**src/rtl/kps_pkg.sv**
```systemverilog
package kps_pkg;
  typedef enum logic [2:0] {
    SQ_IDLE,
    SQ_LEAD,
    SQ_ROW,
    SQ_REPORT,
    SQ_GAP
  } seq_state_e;

  localparam int unsigned LEAD_CYCLES     = 5;
  localparam int unsigned ROW_BASE_CYCLES = 16;
endpackage

```
**src/rtl/kps_sequencer.sv**
```systemverilog
module kps_sequencer
  import kps_pkg::*;
#(
  parameter int ROWS = 16,
  parameter int DBW  = 10,
  parameter int RPTW = 16
) (
  input  logic                    clk,
  input  logic                    rst_n,
  input  logic                    enable,
  input  logic [DBW-1:0]          debounce_cnt,
  input  logic [RPTW-1:0]         repeat_dly,
  input  logic [ROWS-1:0]         row_active,
  input  logic                    report_done,
  output logic [ROWS-1:0]         row_drive,
  output logic [$clog2(ROWS)-1:0] cur_row,
  output logic                    row_first,
  output logic                    row_sample,
  output logic                    row_last,
  output logic                    lead_active,
  output logic                    reporting
);
  localparam int RW = $clog2(ROWS);
  localparam int CW = (RPTW > DBW + 1) ? RPTW : DBW + 1;

  seq_state_e    state_q, state_d;
  logic [CW-1:0] cnt_q, cnt_d;
  logic [RW-1:0] row_q, row_d;

  logic [RW:0]   base;
  logic          found;
  logic [RW-1:0] pick;
  logic [CW-1:0] win_end;
  logic          lead_last, win_last, gap_last;

  // search for the lowest active row at or above base
  always_comb begin
    base  = (state_q == SQ_ROW) ? ({1'b0, row_q} + 1'b1) : '0;
    found = 1'b0;
    pick  = '0;
    for (int r = ROWS - 1; r >= 0; r--) begin
      if (row_active[r] && ((RW+1)'(r) >= base)) begin
        found = 1'b1;
        pick  = RW'(r);
      end
    end
  end

  assign win_end   = CW'(ROW_BASE_CYCLES - 1) + CW'(debounce_cnt);
  assign lead_last = (cnt_q == CW'(LEAD_CYCLES - 1));
  assign win_last  = (cnt_q == win_end);
  assign gap_last  = ((cnt_q + CW'(1)) == CW'(repeat_dly));

  always_comb begin
    state_d = state_q;
    cnt_d   = cnt_q;
    row_d   = row_q;
    if (!enable) begin
      state_d = SQ_IDLE;
      cnt_d   = '0;
    end else begin
      unique case (state_q)
        SQ_IDLE: begin
          state_d = SQ_LEAD;
          cnt_d   = '0;
        end
        SQ_LEAD: begin
          if (lead_last) begin
            cnt_d   = '0;
            state_d = found ? SQ_ROW : SQ_REPORT;
            if (found) row_d = pick;
          end else begin
            cnt_d = cnt_q + CW'(1);
          end
        end
        SQ_ROW: begin
          if (win_last) begin
            cnt_d   = '0;
            state_d = found ? SQ_ROW : SQ_REPORT;
            if (found) row_d = pick;
          end else begin
            cnt_d = cnt_q + CW'(1);
          end
        end
        SQ_REPORT: begin
          if (report_done) begin
            cnt_d   = '0;
            state_d = (repeat_dly != '0) ? SQ_GAP : SQ_LEAD;
          end
        end
        SQ_GAP: begin
          if (gap_last) begin
            cnt_d   = '0;
            state_d = SQ_LEAD;
          end else begin
            cnt_d = cnt_q + CW'(1);
          end
        end
        default: begin
          state_d = SQ_IDLE;
          cnt_d   = '0;
        end
      endcase
    end
  end

  always_ff @(posedge clk or negedge rst_n) begin
    if (!rst_n) begin
      state_q <= SQ_IDLE;
      cnt_q   <= '0;
      row_q   <= '0;
    end else begin
      state_q <= state_d;
      cnt_q   <= cnt_d;
      row_q   <= row_d;
    end
  end

  always_comb begin
    row_drive = '0;
    if (state_q == SQ_ROW) row_drive[row_q] = 1'b1;
  end

  assign cur_row     = row_q;
  assign row_sample  = (state_q == SQ_ROW);
  assign row_first   = row_sample && (cnt_q == '0);
  assign row_last    = row_sample && win_last;
  assign lead_active = (state_q == SQ_LEAD);
  assign reporting   = (state_q == SQ_REPORT);
endmodule

```
**src/rtl/kps_debounce.sv**
```systemverilog
module kps_debounce #(
  parameter int COLS = 8
) (
  input  logic            clk,
  input  logic            rst_n,
  input  logic            sample_en,
  input  logic            first,
  input  logic [COLS-1:0] col_in,
  output logic [COLS-1:0] stable
);
  logic [COLS-1:0] acc_q;
  logic [COLS-1:0] acc_d;

  // a column survives only while every sample of the window reads 1
  always_comb begin
    stable = (first ? {COLS{1'b1}} : acc_q) & col_in;
    acc_d  = sample_en ? stable : acc_q;
  end

  always_ff @(posedge clk or negedge rst_n) begin
    if (!rst_n) acc_q <= '0;
    else        acc_q <= acc_d;
  end
endmodule

```
**src/rtl/kps_collect.sv**
```systemverilog
module kps_collect #(
  parameter int ROWS = 16,
  parameter int COLS = 8,
  parameter int MAXK = 8
) (
  input  logic                    clk,
  input  logic                    rst_n,
  input  logic                    enable,
  input  logic                    clear,
  input  logic                    row_last,
  input  logic [$clog2(ROWS)-1:0] cur_row,
  input  logic [COLS-1:0]         stable,
  input  logic [ROWS*COLS-1:0]    wake_mask,
  input  logic                    reporting,
  output logic                    report_done,
  output logic                    key_valid,
  output logic [$clog2(ROWS)-1:0] key_row,
  output logic [$clog2(COLS)-1:0] key_col,
  output logic                    scan_done,
  output logic                    wake_req
);
  localparam int RW  = $clog2(ROWS);
  localparam int CLW = $clog2(COLS);
  localparam int EW  = RW + CLW;
  localparam int NW  = $clog2(MAXK + 1);
  localparam int IW  = $clog2(MAXK);

  logic [EW-1:0] code_q [MAXK];
  logic [EW-1:0] code_d [MAXK];
  logic [NW-1:0] cnt_q, cnt_d;
  logic [NW-1:0] idx_q, idx_d;
  logic          wacc_q, wacc_d;
  logic          hit;
  logic          valid_q, valid_d;
  logic [EW-1:0] out_q, out_d;
  logic          done_q, done_d;
  logic          wake_q, wake_d;

  // append this row's debounced keys in column order, saturating at MAXK
  always_comb begin
    logic [NW-1:0] n;
    code_d = code_q;
    n      = cnt_q;
    hit    = 1'b0;
    if (clear) begin
      n = '0;
    end else if (row_last) begin
      for (int c = 0; c < COLS; c++) begin
        if (stable[c]) begin
          if (!wake_mask[int'(cur_row) * COLS + c]) hit = 1'b1;
          if (n < NW'(MAXK)) begin
            code_d[n[IW-1:0]] = {cur_row, CLW'(c)};
            n = n + NW'(1);
          end
        end
      end
    end
    cnt_d  = n;
    wacc_d = clear ? 1'b0 : (wacc_q | hit);
  end

  assign report_done = reporting && (idx_q == cnt_q);

  always_comb begin
    idx_d   = reporting ? (report_done ? idx_q : idx_q + NW'(1)) : '0;
    valid_d = enable && reporting && !report_done;
    out_d   = valid_d ? code_q[idx_q[IW-1:0]] : out_q;
    done_d  = enable && report_done;
    wake_d  = !enable ? 1'b0 : (report_done ? wacc_q : wake_q);
  end

  always_ff @(posedge clk or negedge rst_n) begin
    if (!rst_n) begin
      for (int i = 0; i < MAXK; i++) code_q[i] <= '0;
      cnt_q   <= '0;
      idx_q   <= '0;
      wacc_q  <= 1'b0;
      valid_q <= 1'b0;
      out_q   <= '0;
      done_q  <= 1'b0;
      wake_q  <= 1'b0;
    end else begin
      for (int i = 0; i < MAXK; i++) code_q[i] <= code_d[i];
      cnt_q   <= cnt_d;
      idx_q   <= idx_d;
      wacc_q  <= wacc_d;
      valid_q <= valid_d;
      out_q   <= out_d;
      done_q  <= done_d;
      wake_q  <= wake_d;
    end
  end

  assign key_valid = valid_q;
  assign key_row   = out_q[EW-1:CLW];
  assign key_col   = out_q[CLW-1:0];
  assign scan_done = done_q;
  assign wake_req  = wake_q;
endmodule

```
**src/rtl/kps_scan_engine.sv**
```systemverilog
module kps_scan_engine #(
  parameter int ROWS = 16,
  parameter int COLS = 8,
  parameter int DBW  = 10,
  parameter int RPTW = 16,
  parameter int MAXK = 8
) (
  input  logic                    clk,
  input  logic                    rst_n,
  input  logic                    enable,
  input  logic [DBW-1:0]          debounce_cnt,
  input  logic [RPTW-1:0]         repeat_dly,
  input  logic [ROWS-1:0]         row_active,
  input  logic [ROWS*COLS-1:0]    wake_mask,
  input  logic [COLS-1:0]         col_in,
  output logic [ROWS-1:0]         row_drive,
  output logic                    key_valid,
  output logic [$clog2(ROWS)-1:0] key_row,
  output logic [$clog2(COLS)-1:0] key_col,
  output logic                    scan_done,
  output logic                    wake_req
);
  localparam int RW = $clog2(ROWS);

  logic [1:0]      rst_sync_q;
  logic            rst_int_n;
  logic [RW-1:0]   cur_row;
  logic            row_first, row_sample, row_last;
  logic            lead_active, reporting, report_done;
  logic [COLS-1:0] stable;

  // asynchronous assert, synchronous release
  always_ff @(posedge clk or negedge rst_n) begin
    if (!rst_n) rst_sync_q <= 2'b00;
    else        rst_sync_q <= {rst_sync_q[0], 1'b1};
  end
  assign rst_int_n = rst_sync_q[1];

  kps_sequencer #(.ROWS(ROWS), .DBW(DBW), .RPTW(RPTW)) u_seq (
    .clk          (clk),
    .rst_n        (rst_int_n),
    .enable       (enable),
    .debounce_cnt (debounce_cnt),
    .repeat_dly   (repeat_dly),
    .row_active   (row_active),
    .report_done  (report_done),
    .row_drive    (row_drive),
    .cur_row      (cur_row),
    .row_first    (row_first),
    .row_sample   (row_sample),
    .row_last     (row_last),
    .lead_active  (lead_active),
    .reporting    (reporting)
  );

  kps_debounce #(.COLS(COLS)) u_deb (
    .clk       (clk),
    .rst_n     (rst_int_n),
    .sample_en (row_sample),
    .first     (row_first),
    .col_in    (col_in),
    .stable    (stable)
  );

  kps_collect #(.ROWS(ROWS), .COLS(COLS), .MAXK(MAXK)) u_col (
    .clk         (clk),
    .rst_n       (rst_int_n),
    .enable      (enable),
    .clear       (lead_active),
    .row_last    (row_last),
    .cur_row     (cur_row),
    .stable      (stable),
    .wake_mask   (wake_mask),
    .reporting   (reporting),
    .report_done (report_done),
    .key_valid   (key_valid),
    .key_row     (key_row),
    .key_col     (key_col),
    .scan_done   (scan_done),
    .wake_req    (wake_req)
  );
endmodule

```
**config.mk**
```make
export PLATFORM = sky130hd
export DESIGN_NAME = kps_scan_engine
export DESIGN_NICKNAME = d
export VERILOG_FILES = /design/src/rtl/kps_pkg.sv /design/src/rtl/kps_sequencer.sv /design/src/rtl/kps_debounce.sv /design/src/rtl/kps_collect.sv /design/src/rtl/kps_scan_engine.sv
export SDC_FILE = /design/constraint.sdc
export NUM_CORES = 1
export LEC_CHECK = 0
export ABC_AREA = 1
export BUFFER_PORTS_ARGS = -buffer_cell sky130_fd_sc_hd__buf_2
export CAP_MARGIN = 20
export CORE_MARGIN = 1.5
export CORE_UTILIZATION = 40
export CTS_CLUSTER_DIAMETER = 200
export CTS_CLUSTER_SIZE = 24
export DETAILED_ROUTE_END_ITERATION = 6
export PLACE_DENSITY = 0.67
export SLEW_MARGIN = 25
export SYNTH_ARGS = -nofsm -noshare
export SYNTH_HDL_FRONTEND = slang
export SYNTH_SLANG_ARGS = --single-unit
```
**constraint.sdc**
```tcl
create_clock -name clk -period 5 [get_ports clk]
set_clock_uncertainty 0.15 [all_clocks]
set_input_delay 1 -clock clk [delete_from_list [all_inputs] [get_ports clk]]
set_output_delay 1 -clock clk [all_outputs]
set_load 0.03 [all_outputs]
```
* Yosys cells after proc, flatten, opt, wreduce, memory -nomap -nowiden
Index checks and enable logic that the tools add are counted.
** Operators by class
- Bitwise operators :: 12
- $add $sub $neg :: 19
- Multiplexer cells :: 194
- $lt $le $gt $ge :: 51
- Reduce and logical (&&, ||, !) cells :: 40
- Equal/unequal tests :: 16
** Operators with widths (count)
- $mux 56 :: 30
- $bwmux 56 :: 8
- $lt 32x9->1 const B :: 7
- $mux 4 :: 53
- $demux 7 s3 :: 8
- $mux 16 :: 6
- $mux 7 :: 10
- $pmux 16 s4 :: 1
- $mux 1 :: 58
- $bmux 1 s7 :: 7
- $ge 4x5->1 const A :: 8
- $add 4x1->4 const B :: 9
- $ge 4x4->1 const B :: 9
- $not 3->4 :: 9
- $add 7x3->8 const B :: 4
- $eq 16x16->1 :: 2
- $lt 4x1->1 const B :: 8
- $lt 4x4->1 const B :: 8
- $logic_and 1x1->1 :: 31
- $bmux 7 s3 :: 1
- $ge 3x5->1 const A :: 4
- $mux 3 :: 6
- $add 16x1->16 const B :: 1
- $add 7x2->8 const B :: 2
- other kinds (33) :: 42
** Word-level totals
- Flip-flop bits (word level) :: 108
- Output and inout port bits :: 26
- Word-level logic and storage cells :: 352

* Depth between registers and ports, before layout
Gate-level depths: netlist of run 1.
- Word-level depth :: 45
- Gate-level depth with buffers :: 43
- Mapped depth without buffers :: 43

* Modules after synthesis
Synthesis of run 1 repeated with hierarchy kept, for this count alone.
** Second synthesis, totals
- Cell total of the unflattened synthesis :: 1641
- Area total of the unflattened synthesis :: 10331.2 µm²
** By module, submodules not included
- kps_collect :: instances 1, cells each 1072, seq. area each 1876.8 µm², area each 6865.3 µm²
- kps_sequencer :: instances 1, cells each 506, seq. area each 575.6 µm², area each 2965.3 µm²
- kps_debounce :: instances 1, cells each 60, seq. area each 200.2 µm², area each 446.7 µm²
- kps_scan_engine :: instances 1, cells each 3, seq. area each 50.0 µm², area each 53.8 µm²

* Least setup slack after synthesis of run 1
OpenSTA, ideal clock, no wires.
- Path type :: input to register
- From :: input col_in[0]
- To :: register u_col.code_q[52] (netlist name)
- Setup slack :: -0.225 ns
- Cell stages on the path :: 36
- Data required time :: 4.715 ns
- Path buffers :: 1
- Arrival time :: 4.940 ns
- Setup time :: 0.135 ns
- Cells stage by stage :: buf_2 -> nand2_4 -> nand2_2 -> nand2_4 -> clkinv_2 -> ha_1 -> nand4_1 -> nand2_2 -> nand3_1 -> nand3_1 -> nand2_1 -> nand2_1 -> ha_1 -> nand3b_2 -> o21ai_1 -> inv_1 -> ha_1 -> inv_1 -> nand4_1 -> nand2_1 -> nand2_1 -> nand3_1 -> nand2_1 -> o21ai_1 -> ha_1 -> inv_1 -> nor2_1 -> nand2_2 -> nand2_4 -> nand2_1 -> inv_2 -> nand2_2 -> nand2_2 -> nand2_4 -> nand2_1 -> o21ai_1
** On the way
- Word-level cells in the longest chain between the ends :: 42
** RTL lines
- start, declared :: RTL line kps_scan_engine.sv:15 : input logic [COLS-1:0] col_in,
- $and 8x8->8 (*) :: RTL line kps_debounce.sv:16 : stable = (first ? {COLS{1'b1}} : acc_q) & col_in;
- $mux 4 :: RTL line kps_collect.sv:49 : if (stable[c]) begin
- $mux 4 :: RTL line kps_collect.sv:47 : end else if (row_last) begin
- $mux 4 :: RTL line kps_collect.sv:45 : if (clear) begin
- $add 4x1->4, or another cell as far along :: RTL line kps_collect.sv:53 : n = n + NW'(1);
- $mux 4, or another cell as far along :: RTL line kps_collect.sv:51 : if (n < NW'(MAXK)) begin
- $mux 4 or $logic_and 1x1->1 (tied branches) :: RTL line kps_collect.sv:49, kps_collect.sv:52
- $mux 4 or $mux 7 (tied branches) :: RTL line kps_collect.sv:47, kps_collect.sv:52
- (+26 left out)
- $not 3->4 (not written as such) or $bwmux 56 (tied branches) :: RTL line kps_collect.sv:52 : code_d[n[IW-1:0]] = {cur_row, CLW'(c)};
- $ge 4x4->1 (not written as such), or another cell as far along :: RTL line kps_collect.sv:52
- $logic_and 1x1->1 (not written as such) or $mux 56 (tied branches) :: RTL line kps_collect.sv:52, kps_collect.sv:49
- $mux 7 (not written as such) or $mux 56 (tied branches) :: RTL line kps_collect.sv:52, kps_collect.sv:47
- $demux 7 s3 or $mux 56 (tied branches) :: RTL line kps_collect.sv:52, kps_collect.sv:45
- $bwmux 56 :: RTL line kps_collect.sv:52
- $mux 56 :: RTL line kps_collect.sv:51
- $mux 56 (*) :: RTL line kps_collect.sv:49
- end, declared :: RTL line kps_collect.sv:28 : logic [EW-1:0] code_q [MAXK];
Every way passes the cells marked *; elsewhere a longest branch is shown, timed or not. The select of a mux whose other input is x is not followed.
A chain may end at the register's enable or synchronous reset.

* Final worst setup path of run 1
- From :: register u_seq.cnt_q[8]
- To :: register u_col.code_q[39] (netlist name)
** On the way
- Word-level cells in the longest chain between the ends :: 45
** RTL lines
- start, declared :: RTL line kps_sequencer.sv:27 : logic [CW-1:0] cnt_q, cnt_d;
- start signal, assigned :: RTL line kps_sequencer.sv:114 : cnt_q <= cnt_d;
- $logic_not 16->1 :: RTL line kps_sequencer.sv:126 : assign row_first = row_sample && (cnt_q == '0);
- $logic_and 1x1->1 :: RTL line kps_sequencer.sv:126
- $mux 8 :: RTL line kps_debounce.sv:16
- $and 8x8->8 :: RTL line kps_debounce.sv:16
- $mux 4 :: RTL line kps_collect.sv:49
- $mux 4 :: RTL line kps_collect.sv:47
- $mux 4 :: RTL line kps_collect.sv:45
- $add 4x1->4, or another cell as far along :: RTL line kps_collect.sv:53
- (+29 left out)
- $not 3->4 (not written as such) or $bwmux 56 (tied branches) :: RTL line kps_collect.sv:52
- $ge 4x4->1 (not written as such), or another cell as far along :: RTL line kps_collect.sv:52
- $logic_and 1x1->1 (not written as such) or $mux 56 (tied branches) :: RTL line kps_collect.sv:52, kps_collect.sv:49
- $mux 7 (not written as such) or $mux 56 (tied branches) :: RTL line kps_collect.sv:52, kps_collect.sv:47
- $demux 7 s3 or $mux 56 (tied branches) :: RTL line kps_collect.sv:52, kps_collect.sv:45
- $bwmux 56 :: RTL line kps_collect.sv:52
- $mux 56 :: RTL line kps_collect.sv:51
- $mux 56 :: RTL line kps_collect.sv:49
Several ways; a longest one is shown, not always the timed one. The select of a mux whose other input is x is not followed.

==> impl_metrics.ini, run 1 <==
[status]
status = finished clean

[die]
placement_row_count = 57
initial_core_util = 0.408
core_area_um2 = 24300
chipHeight_um = 160
die_area_um2 = 25800
io_pins = 207
die_width_um = 160

[placement]
hpwlAfterDp_mm = 27.1
detailed_place.area_um2 = 11600
worst_slack_placed_ns = -0.160
io_buffers = 206
post-place-cells = 2053
routabilityCongestion = 1.02

[pwr]
worst_ir_drop_vdd_uv = 305
p_leak_nw = 6.24
power_per_cell_area_nw_per_um2 = 456

[drt]
routed-via-count = 11500
drt-initial-drc-count = 933
ant_nets = 0
post_drt_wl_per_cell_um = 16.7
drt-pass1-iter-count = 6
detail_route.wirelength_mm = 34.9
drc = 0
vias_per_cell = 5.50

[sta]
achievable-frequency_ghz = 0.210
post_layout_minimum_cycle_time_ns = 4.76
post_route_clock_period_utilization = 0.953
final_critical_path_setup_slack_ns = 0.235
worstMarginPinSlew_ns = 0.895
maxSlewViolCount = 0
finalSetupViolCount = 0
timing.setup.tns_ns = 0
hold_viol_final = 0
maxSlewHeadroom = 0.403

[global_routing]
grt.overflow.total = 0
first_global_vias = 10700
grt_start_max_net_pins = 73
grt_use_total = 0.264
grt_antenna_before_repair = 1
grt_pass1_wl_mm = 54.2

[finish]
layoutNonFillerInstCount = 2090
finalNetCount = 1955
final_instance_area_um2 = 12300
share_of_cells_above_drive_strength_1 = 0.261
layout-area-overhead-vs-synth_pct = 24.4

[worst_setup_path]
worst_path_dominant_cell_family = simple AND/OR/NAND/NOR gates
crit_path_frequent_cell = sky130_fd_sc_hd__nand2_1
rr_worst_depth = 36
required_ns = 5.10
path_class = flop to flop
worst-endpoint-arrival_ns = 4.86
crit_buf_inv = 5
crit_path_end_kind = flop
worst_stage_delay_on_the_critical_path_ns = 0.41
critPathSlowestCell = sky130_fd_sc_hd__dfrtp_1
crit_path_launch_type = flop
critical_path_peak_fanout = 7
timing.critical_path.depth = 36

[synthesis]
synth_edf_count = 0
netlist-cell-type-count = 59
mappedNetlistNets = 1711
yosys_warnings = 0
synthCells = 1516
synthesis.area_um2 = 9920
avgSynthCellArea_um2 = 6.54
yosysSeqAreaShare = 0.272
postSynthRegisterBits = 108
synth_top_flop_cell = sky130_fd_sc_hd__dfrtp_1
ys_async_sr_fraction = 1.00

[clock_tree]
ctsHtreeMaxLevel = 3
clk-insertion-delay-late_ns = 0.37
cts_buffer_depth = 2
worst_path_clk_slew_ns = 0.09
cts.root.buffer_cell = sky130_fd_sc_hd__clkbuf_16
cts-hold-fix-buffers = 0
clock_tree_from_tritoncts = done
numCtsBuffers = 9
clock_sink_count = 108

[flow_run]
max_cap_violations = 0

[hold_path]
hold_path.class = flop to async pin
[Yosys cell counts (4+ instances only)]
master                     number  area (um2)
sky130_fd_sc_hd__inv_2         20        75.1
sky130_fd_sc_hd__clkbuf_1      44         165
sky130_fd_sc_hd__a32oi_1       10        87.6
sky130_fd_sc_hd__a32o_1         7        70.1
sky130_fd_sc_hd__nor2_2         8        50.1
sky130_fd_sc_hd__nand4_1       22         138
sky130_fd_sc_hd__nand2_2       31         194
sky130_fd_sc_hd__clkinv_1       6        22.5
sky130_fd_sc_hd__xor2_1        29         254
sky130_fd_sc_hd__nor2_4         6        67.6
sky130_fd_sc_hd__xnor2_1       11        96.3
sky130_fd_sc_hd__nor4_1        10        62.6
sky130_fd_sc_hd__nand3_2       15         150
sky130_fd_sc_hd__nand3_1       87         435
sky130_fd_sc_hd__a22oi_1       18         135
sky130_fd_sc_hd__nand2_1      333        1250
sky130_fd_sc_hd__nand3b_1       5        37.5
sky130_fd_sc_hd__a21oi_1       82         410
sky130_fd_sc_hd__inv_1        161         604
sky130_fd_sc_hd__a31oi_1       20         125
sky130_fd_sc_hd__nand2_4       24         270
sky130_fd_sc_hd__a221oi_1       4        35.0
sky130_fd_sc_hd__o22ai_1       35         219
sky130_fd_sc_hd__o21ai_2        4        35.0
sky130_fd_sc_hd__ha_1          14         175
sky130_fd_sc_hd__nor3_1        24         120
sky130_fd_sc_hd__o21ai_0      113         566
sky130_fd_sc_hd__nor2_1       199         747
sky130_fd_sc_hd__o21ai_1       16        80.1
sky130_fd_sc_hd__nand3_4        6         105
sky130_fd_sc_hd__dfrtp_1      108        2700
[report_power, final]
group | internal, mW | total [mW] | switching [mW]
registers | 0.943 | 1.02 | 0.0739
clock network | 0.357 | 0.745 | 0.388
logic | 1.35 | 3.87 | 2.52
total | 2.65 | 5.63 | 2.99
[layout make-up]
cell class	instances	area, um2
sequential	108	2710
tap	324	405
clock buffer	9	225
inverter	188	713
fill	2423	12000
antenna	1	2.50
timing repair buffer	282	1630
clock inverter	7	80.1
multi-input combinational	1171	6580
[per-layer routing]
| metal | vias to the layer above | share of wire | track usage |
|---|---|---|---|
| li1 | 5554 | - | - |
| met1 | 5343 | 0.42 | 0.340 |
| met2 | 543 | 0.48 | 0.459 |
| met3 | 63 | 0.070 | 0.0271 |
| met4 | 0 | 0.030 | 0.0935 |
| met5 | - | 0 | 0 |
[layout by cell type, fill, tap and decap left out, types with 6 or more instances in the layout]
| cell type | instances |
|---|---|
| sky130_fd_sc_hd__a21oi_1 | 82 |
| sky130_fd_sc_hd__a22oi_1 | 18 |
| sky130_fd_sc_hd__a31oi_1 | 20 |
| sky130_fd_sc_hd__a32o_1 | 7 |
| sky130_fd_sc_hd__a32oi_1 | 10 |
| sky130_fd_sc_hd__buf_2 | 206 |
| sky130_fd_sc_hd__buf_4 | 73 |
| sky130_fd_sc_hd__clkbuf_16 | 9 |
| sky130_fd_sc_hd__clkinv_1 | 6 |
| sky130_fd_sc_hd__dfrtp_1 | 106 |
| sky130_fd_sc_hd__ha_1 | 10 |
| sky130_fd_sc_hd__inv_1 | 156 |
| sky130_fd_sc_hd__inv_2 | 24 |
| sky130_fd_sc_hd__nand2_1 | 320 |
| sky130_fd_sc_hd__nand2_2 | 34 |
| sky130_fd_sc_hd__nand2_4 | 33 |
| sky130_fd_sc_hd__nand3_1 | 83 |
| sky130_fd_sc_hd__nand3_2 | 15 |
| sky130_fd_sc_hd__nand3_4 | 10 |
| sky130_fd_sc_hd__nand4_1 | 22 |
| sky130_fd_sc_hd__nor2_1 | 196 |
| sky130_fd_sc_hd__nor2_2 | 8 |
| sky130_fd_sc_hd__nor2_4 | 9 |
| sky130_fd_sc_hd__nor3_1 | 24 |
| sky130_fd_sc_hd__nor4_1 | 10 |
| sky130_fd_sc_hd__o21ai_0 | 111 |
| sky130_fd_sc_hd__o21ai_1 | 14 |
| sky130_fd_sc_hd__o21ai_2 | 6 |
| sky130_fd_sc_hd__o22ai_1 | 35 |
| sky130_fd_sc_hd__xnor2_1 | 11 |
| sky130_fd_sc_hd__xor2_1 | 29 |
[worst register-to-register path, delay by kind of cell, from the launching register on]
kind | cells | cell delay, ns
adders and majority gates | 3 | 0.73
DFF | 1 | 0.41
buffers and inverters | 5 | 0.40
and+or+nand+nor | 24 | 2.31
AOI/OAI and AO/OA | 4 | 0.66
[cell families (layout without fill, tap and decap cells)]
family,after synthesis,after routing,synth area share
simple gates,781,781,0.382
compound gates,335,335,0.201
buf+inv,237,486,0.0908
flops,108,108,0.272
xor+xnor,40,40,0.0353
fa+ha+maj,14,14,0.0177
other cells,1,2,0.000378
[sequential cells by signal, summed over array words and instances, names as in the netlist]
| signal | count |
|---|---|
| u_seq.state_q | 3 |
| u_deb.acc_q | 8 |
| u_seq.cnt_q | 16 |
| u_col.key_valid | 1 |
| u_col.code_q | 56 |
| rst_sync_q | 2 |
| u_col.cnt_q | 4 |
| u_col.scan_done | 1 |
| u_col.wake_req | 1 |
| u_seq.cur_row | 4 |
| u_col.idx_q | 4 |
| u_col.out_q | 7 |
| u_col.wacc_q | 1 |
[final timing paths]
path                           startpoint          endpoint  slack [ns]
min in group clk            rst_sync_q[0]     rst_sync_q[1]        0.21
hold reg to reg             rst_sync_q[1]    u_col.out_q[6]        0.10
setup / recovery           u_seq.cnt_q[8]  u_col.code_q[39]        0.24
max in group asynchronous   rst_sync_q[1]    u_seq.cnt_q[0]        3.76
hold / removal              rst_sync_q[1]    u_col.out_q[6]        0.10
setup reg to reg           u_seq.cnt_q[8]  u_col.code_q[39]        0.24
[repair_timing]
action                     CTS  global route
setup endpoints to repair   36            60
gates resized for setup     10            42
pin swaps                    8            40
setup buffers                3            16
[metrics by stage]
step / power [mW] / utilization / hold slack [ns]
global route: 5.99 / 0.508 / 0.137
floorplan: 3.50 / - / 0.181
global placement: 4.46 / 0.479 / 0.187
CTS: 5.32 / 0.493 / 0.211
detailed placement: 4.52 / 0.479 / 0.191
finish: 5.63 / 0.508 / 0.102
Power figures use the tool's default switching activity.
==> run 2: changes to the inputs <==
PLACE_DENSITY = 0.7   (was 0.67)
REMOVE_ABC_BUFFERS = 1   (was default)
clock period = 4.2 ns   (was 5 ns; I/O delays follow)
==> run 2 against run 1 <==
Critical endpoint is now u_col.code_q[38]; die area unchanged; the run now ends with negative hold slack, negative setup slack left; largest cell class unchanged; first-iteration DRC count up 11%; cell count up 6.2%; sequential power up 19%.
==> impl_metrics.ini, run 2 (synthesis gave the netlist of run 1 again) <==
[placement]
io_buffers = 206
detailed_place.area_um2 = 12500
routabilityCongestion = 1.01
hpwlAfterDp_mm = 28.3

[pwr]
fin_total_pwr_mw = 7.90
power_per_cell_area_nw_per_um2 = 573
p_leak_nw = 7.03
worst_ir_drop_vdd_uv = 353

[worst_setup_path]
critPathSlowestCell = sky130_fd_sc_hd__dfrtp_1
crit_path_end_kind = flop
worst_stage_delay_on_the_critical_path_ns = 0.39
critical_path.reg2reg.startpoint = u_seq.cnt_q[2]
crit_path_launch_type = flop
critical_path_peak_fanout = 4
path_class = flop to flop
required_ns = 4.36
critPathLaunch = u_seq.cnt_q[2]
worst-endpoint-arrival_ns = 4.93

[global_routing]
grt_pass1_wl_mm = 57.6
grt_start_max_net_pins = 53
grt.overflow.total = 0
grt_use_total = 0.279
first_global_vias = 11400
met2_usage = 0.480
grt_util_met1 = 0.347
grt_antenna_before_repair = 0
global_route.usage.met3 = 0.0496
global_route.peak_usage_layer = met2

[sta]
finalSetupViolCount = 60
grt_setup_unrepaired = yes
achievable-frequency_ghz = 0.210
worstMarginPinSlew_ns = 0.897
post_route_clock_period_utilization = 1.13
hold_ws_ns = -0.00514
maxSlewHeadroom = 0.401
maxSlewViolCount = 0
hold_viol_final = 8
post_layout_minimum_cycle_time_ns = 4.77
final_critical_path_setup_slack_ns = -0.567

[drt]
vias_per_cell = 5.41
routed-via-count = 12000
post_drt_wl_per_cell_um = 16.6
drc = 0
ant_nets = 0
detail_route.wirelength_mm = 36.7
drt-initial-drc-count = 1033
drt-pass1-iter-count = 6

[hold_path]
hold_path.class = flop to async pin

[die]
placement_row_count = 57
io_pins = 207
die_width_um = 160
chipHeight_um = 160
core_area_um2 = 24300
initial_core_util = 0.408
die_area_um2 = 25800

[finish]
share_of_cells_above_drive_strength_1 = 0.349
number_of_diodes = 0
final_cell_mix = 288 x sky130_fd_sc_hd__nand2_1, 206 x sky130_fd_sc_hd__buf_2, 187 x sky130_fd_sc_hd__nor2_1, 187 x sky130_fd_sc_hd__buf_4, 153 x sky130_fd_sc_hd__inv_1
finalNetCount = 2085
max_reg_flops = 56
final_core_utilization = 0.567
layout-area-overhead-vs-synth_pct = 39.0
fillCellCount = 2279
final_instance_area_um2 = 13800
largest_register = u_col.code_q
most_common_cell_after_layout_fill_and_taps_aside = sky130_fd_sc_hd__nand2_1
reg_top3 = u_col.code_q (56), u_seq.cnt_q (16), u_deb.acc_q (8)

[clock_tree]
clk-insertion-delay-late_ns = 0.37
clock_tree_from_tritoncts = done
cts_buffer_depth = 2
ctsHtreeMaxLevel = 3
cts-hold-fix-buffers = 0
clock_sink_count = 108
numCtsBuffers = 9
worst_path_clk_slew_ns = 0.08
cts.root.buffer_cell = sky130_fd_sc_hd__clkbuf_16

[status]
failed_checks = negative hold slack, negative setup slack
status = finished with violations

[flow_run]
max_cap_violations = 0
run 2: cell count changes in the layout (fill, tap and decap cells not counted), sizes merged:
cell	change
clkinvlp	-1
buf	+130
bufinv	+1
diode	-1
clkinv	-2
inv	+2
run 2: worst max-delay path, delay by kind of cell (launching register included):
family	cells	cell delay (ns)
buffers and inverters	5	0.31
and+or+nand+nor	25	2.52
DFF	1	0.39
AOI/OAI and AO/OA	3	0.36
adders and majority gates	4	1.00
run 2: timing repair:
item                       in CTS  in global routing
pin swaps                      61                 52
setup buffers                  14                 16
setup endpoints to repair      60                 70
gates cloned                    0                  0
resized for setup              98                 76
run 2: where the power goes:
| part | total (mW) | switching, mW | internal, mW |
|---|---|---|---|
| Sequential | 1.21 | 0.0882 | 1.12 |
| Clock | 0.943 | 0.458 | 0.485 |
| Combinational | 5.74 | 3.37 | 2.37 |
| Total | 7.90 | 3.92 | 3.98 |
run 2: path summary, 6_finish.rpt:
path,depth (start not counted),slack (ns),to
min in group clk,0,0.21,rst_sync_q[1]
max,37,-0.57,u_col.code_q[38]
max reg2reg,37,-0.57,u_col.code_q[38]
min reg2reg,0,-0.005,u_seq.cnt_q[14]
max in group asynchronous,1,2.94,u_deb.acc_q[2]
min,0,-0.005,u_seq.cnt_q[14]
run 2: routing by layer:
metal,vias up,routed length [um]
li1,5805,-
met3,83,2910
met5,-,0
met2,553,17700
met1,5555,14900
met4,0,1240
run 2: cell type report:
type | count | area (um2) | share of cell area
Clock buffer | 9 | 225 | 0.0163
Clock inverter | 7 | 103 | 0.00744
Sequential cell | 108 | 2710 | 0.196
Timing Repair Buffer | 412 | 2670 | 0.194
Inverter | 188 | 716 | 0.0519
Tap cell | 324 | 405 | 0.0294
Multi-Input combinational cell | 1171 | 6960 | 0.505
run 2: metrics by stage:
step | TNS, ns | setup WS (ns) | cells
after floorplan | -53.63 | -1.06 | 1467
after global placement | -40.77 | -0.788 | 2173
after detailed placement | -51.29 | -1.06 | 2173
after CTS | -21.18 | -0.413 | 2203
after global routing | -45.41 | -0.860 | 2219
final | -28.36 | -0.567 | 2219
==> run 3: changes to the inputs <==
PLACE_DENSITY = 0.67   (was 0.7)
clock period = 5 ns   (was 4.2 ns; I/O delays follow)
==> run 3 against run 2 <==
The run now ends clean; critical path depth down 4; utilization decreased by 4.7 points; global-route usage is 0.51 points lower; clock-buffer cell count up 1; first-iteration DRC count fell by 17%.
==> impl_metrics.ini, run 3 (synthesis gave the netlist of run 1 again) <==
[die]
die_area_um2 = 25800
die_width_um = 160
io_pins = 207
placement_row_count = 57
chipHeight_um = 160
core_area_um2 = 24300
initial_core_util = 0.408

[sta]
worstMarginPinSlew_ns = 0.931
timing.setup.tns_ns = 0
maxSlewViolCount = 0
finalSetupViolCount = 0
maxSlewHeadroom = 0.379
hold_viol_final = 0
achievable-frequency_ghz = 0.207
post_layout_minimum_cycle_time_ns = 4.83
post_route_clock_period_utilization = 0.966
hold_ws_ns = 0.0862

[drt]
post_drt_wl_per_cell_um = 16.8
drc = 0
ant_nets = 0
vias_per_cell = 5.41
routed-via-count = 11500
drt-pass1-iter-count = 6
drt-initial-drc-count = 860
detail_route.wirelength_mm = 35.8

[pwr]
internal_power_mw = 2.84
switching_share = 0.510
p_clk_frac = 0.124
power.combinational.fraction = 0.698
power_per_cell_area_nw_per_um2 = 459
fin_total_pwr_mw = 5.81
worst_ir_drop_vdd_uv = 309
net_load_switching_power_mw = 2.96
p_leak_nw = 6.44
power_frac_seq = 0.178

[flow_run]
max_cap_violations = 0

[finish]
share_of_cells_above_drive_strength_1 = 0.281
max_reg_flops = 56
layoutNonFillerInstCount = 2131
reg_top3 = u_col.code_q (56), u_seq.cnt_q (16), u_deb.acc_q (8)
fillCellCount = 2498
layout-area-overhead-vs-synth_pct = 27.4
finalNetCount = 1996
largest_register = u_col.code_q
final_cell_mix = 317 x sky130_fd_sc_hd__nand2_1, 206 x sky130_fd_sc_hd__buf_2, 195 x sky130_fd_sc_hd__nor2_1
seqCellArea_um2 = 2710
final_core_utilization = 0.520
multi_input_area_um2 = 6570
most_common_cell_after_layout_fill_and_taps_aside = sky130_fd_sc_hd__nand2_1

[global_routing]
grt.overflow.total = 0
grt_pass1_wl_mm = 56.6
grt_util_met1 = 0.351
first_global_vias = 11100
met2_usage = 0.460
grt_use_total = 0.274
grt_antenna_before_repair = 1
grt_start_max_net_pins = 75
global_route.peak_usage_layer = met2
global_route.usage.met3 = 0.0426

[worst_setup_path]
critPathLaunch = u_seq.cnt_q[14]
critical_path.reg2reg.startpoint = u_seq.cnt_q[14]
path_class = flop to flop
crit_path_launch_type = flop
required_ns = 5.08
critPathSlowestCell = sky130_fd_sc_hd__dfrtp_1
crit_path_frequent_cell = sky130_fd_sc_hd__nand2_2
worst-endpoint-arrival_ns = 4.91
critical_path_peak_fanout = 6
crit_path_end_kind = flop
worst_stage_delay_on_the_critical_path_ns = 0.38

[clock_tree]
numCtsBuffers = 9
clk-insertion-delay-late_ns = 0.36
worst_path_clk_slew_ns = 0.08
ctsHtreeMaxLevel = 3
clock_tree_from_tritoncts = done
cts.root.buffer_cell = sky130_fd_sc_hd__clkbuf_16
cts_buffer_depth = 2
clock_sink_count = 108

[placement]
routabilityCongestion = 0.953
hpwlAfterDp_mm = 27.9
post-place-cells = 2096
io_buffers = 206

[status]
status = finished clean

[hold_path]
hold_path.class = flop to async pin
run 3: layout make-up:
class                   count  area share
diodes                      1    0.000198
clock buffers              10      0.0189
clock inverters             6     0.00346
inverters                 188      0.0560
multi-input cells        1171       0.520
flip-flops and latches    108       0.214
well taps                 324      0.0321
repair buffers            323       0.155
run 3: repair_timing:
| action | CTS | global route |
|---|---|---|
| resized for setup | 14 | 47 |
| hold buffers | 0 | 0 |
| pin swaps | 9 | 32 |
| setup buffers | 6 | 11 |
| setup endpoints to repair | 52 | 60 |
run 3: layer usage:
| metal | vias to the layer above | part of all wire | wire, um |
|---|---|---|---|
| li1 | 5634 | - | - |
| met1 | 5322 | 0.42 | 14900 |
| met2 | 497 | 0.47 | 17000 |
| met3 | 75 | 0.074 | 2650 |
| met4 | 0 | 0.036 | 1290 |
| met5 | - | 0 | 0 |
run 3: power by group through the flow:
stage | Sequential [mW] | Combinational (mW) | Clock, mW
floorplan | 1.09 | 2.31 | 0
finish | 1.03 | 4.06 | 0.719
detailed placement | 1.06 | 3.65 | 0
global placement | 1.06 | 3.62 | 0
global route | 1.05 | 4.44 | 0.751
CTS | 1.04 | 3.77 | 0.725
run 3: stage by stage:
| step | setup slack (ns) | area, um2 |
|---|---|---|
| CTS | 0.000886 | 12300 |
| detailed placement | -0.225 | 11900 |
| floorplan | -0.262 | 9730 |
| finish | 0.172 | 12600 |
| global route | -0.109 | 12600 |
| global placement | -0.148 | 11900 |
run 3: critical path: cells and delay by family, from the launching register on:
family	cells	cell delay, ns
fa+ha+maj	4	1.05
buf+inv	5	0.47
flops	1	0.38
simple gates	18	1.84
compound gates	6	0.78
run 3: path summary, 6_finish.rpt:
| check | endpoint | slack (ns) | cells after the start |
|---|---|---|---|
| setup / recovery | u_col.cnt_q[1] | 0.17 | 33 |
| hold / removal | u_seq.cnt_q[10] | 0.09 | 0 |
| setup reg to reg | u_col.cnt_q[1] | 0.17 | 33 |
| hold reg to reg | u_seq.cnt_q[10] | 0.09 | 0 |
| max in group asynchronous | u_col.idx_q[3] | 3.50 | 2 |
| min in group clk | rst_sync_q[1] | 0.21 | 0 |
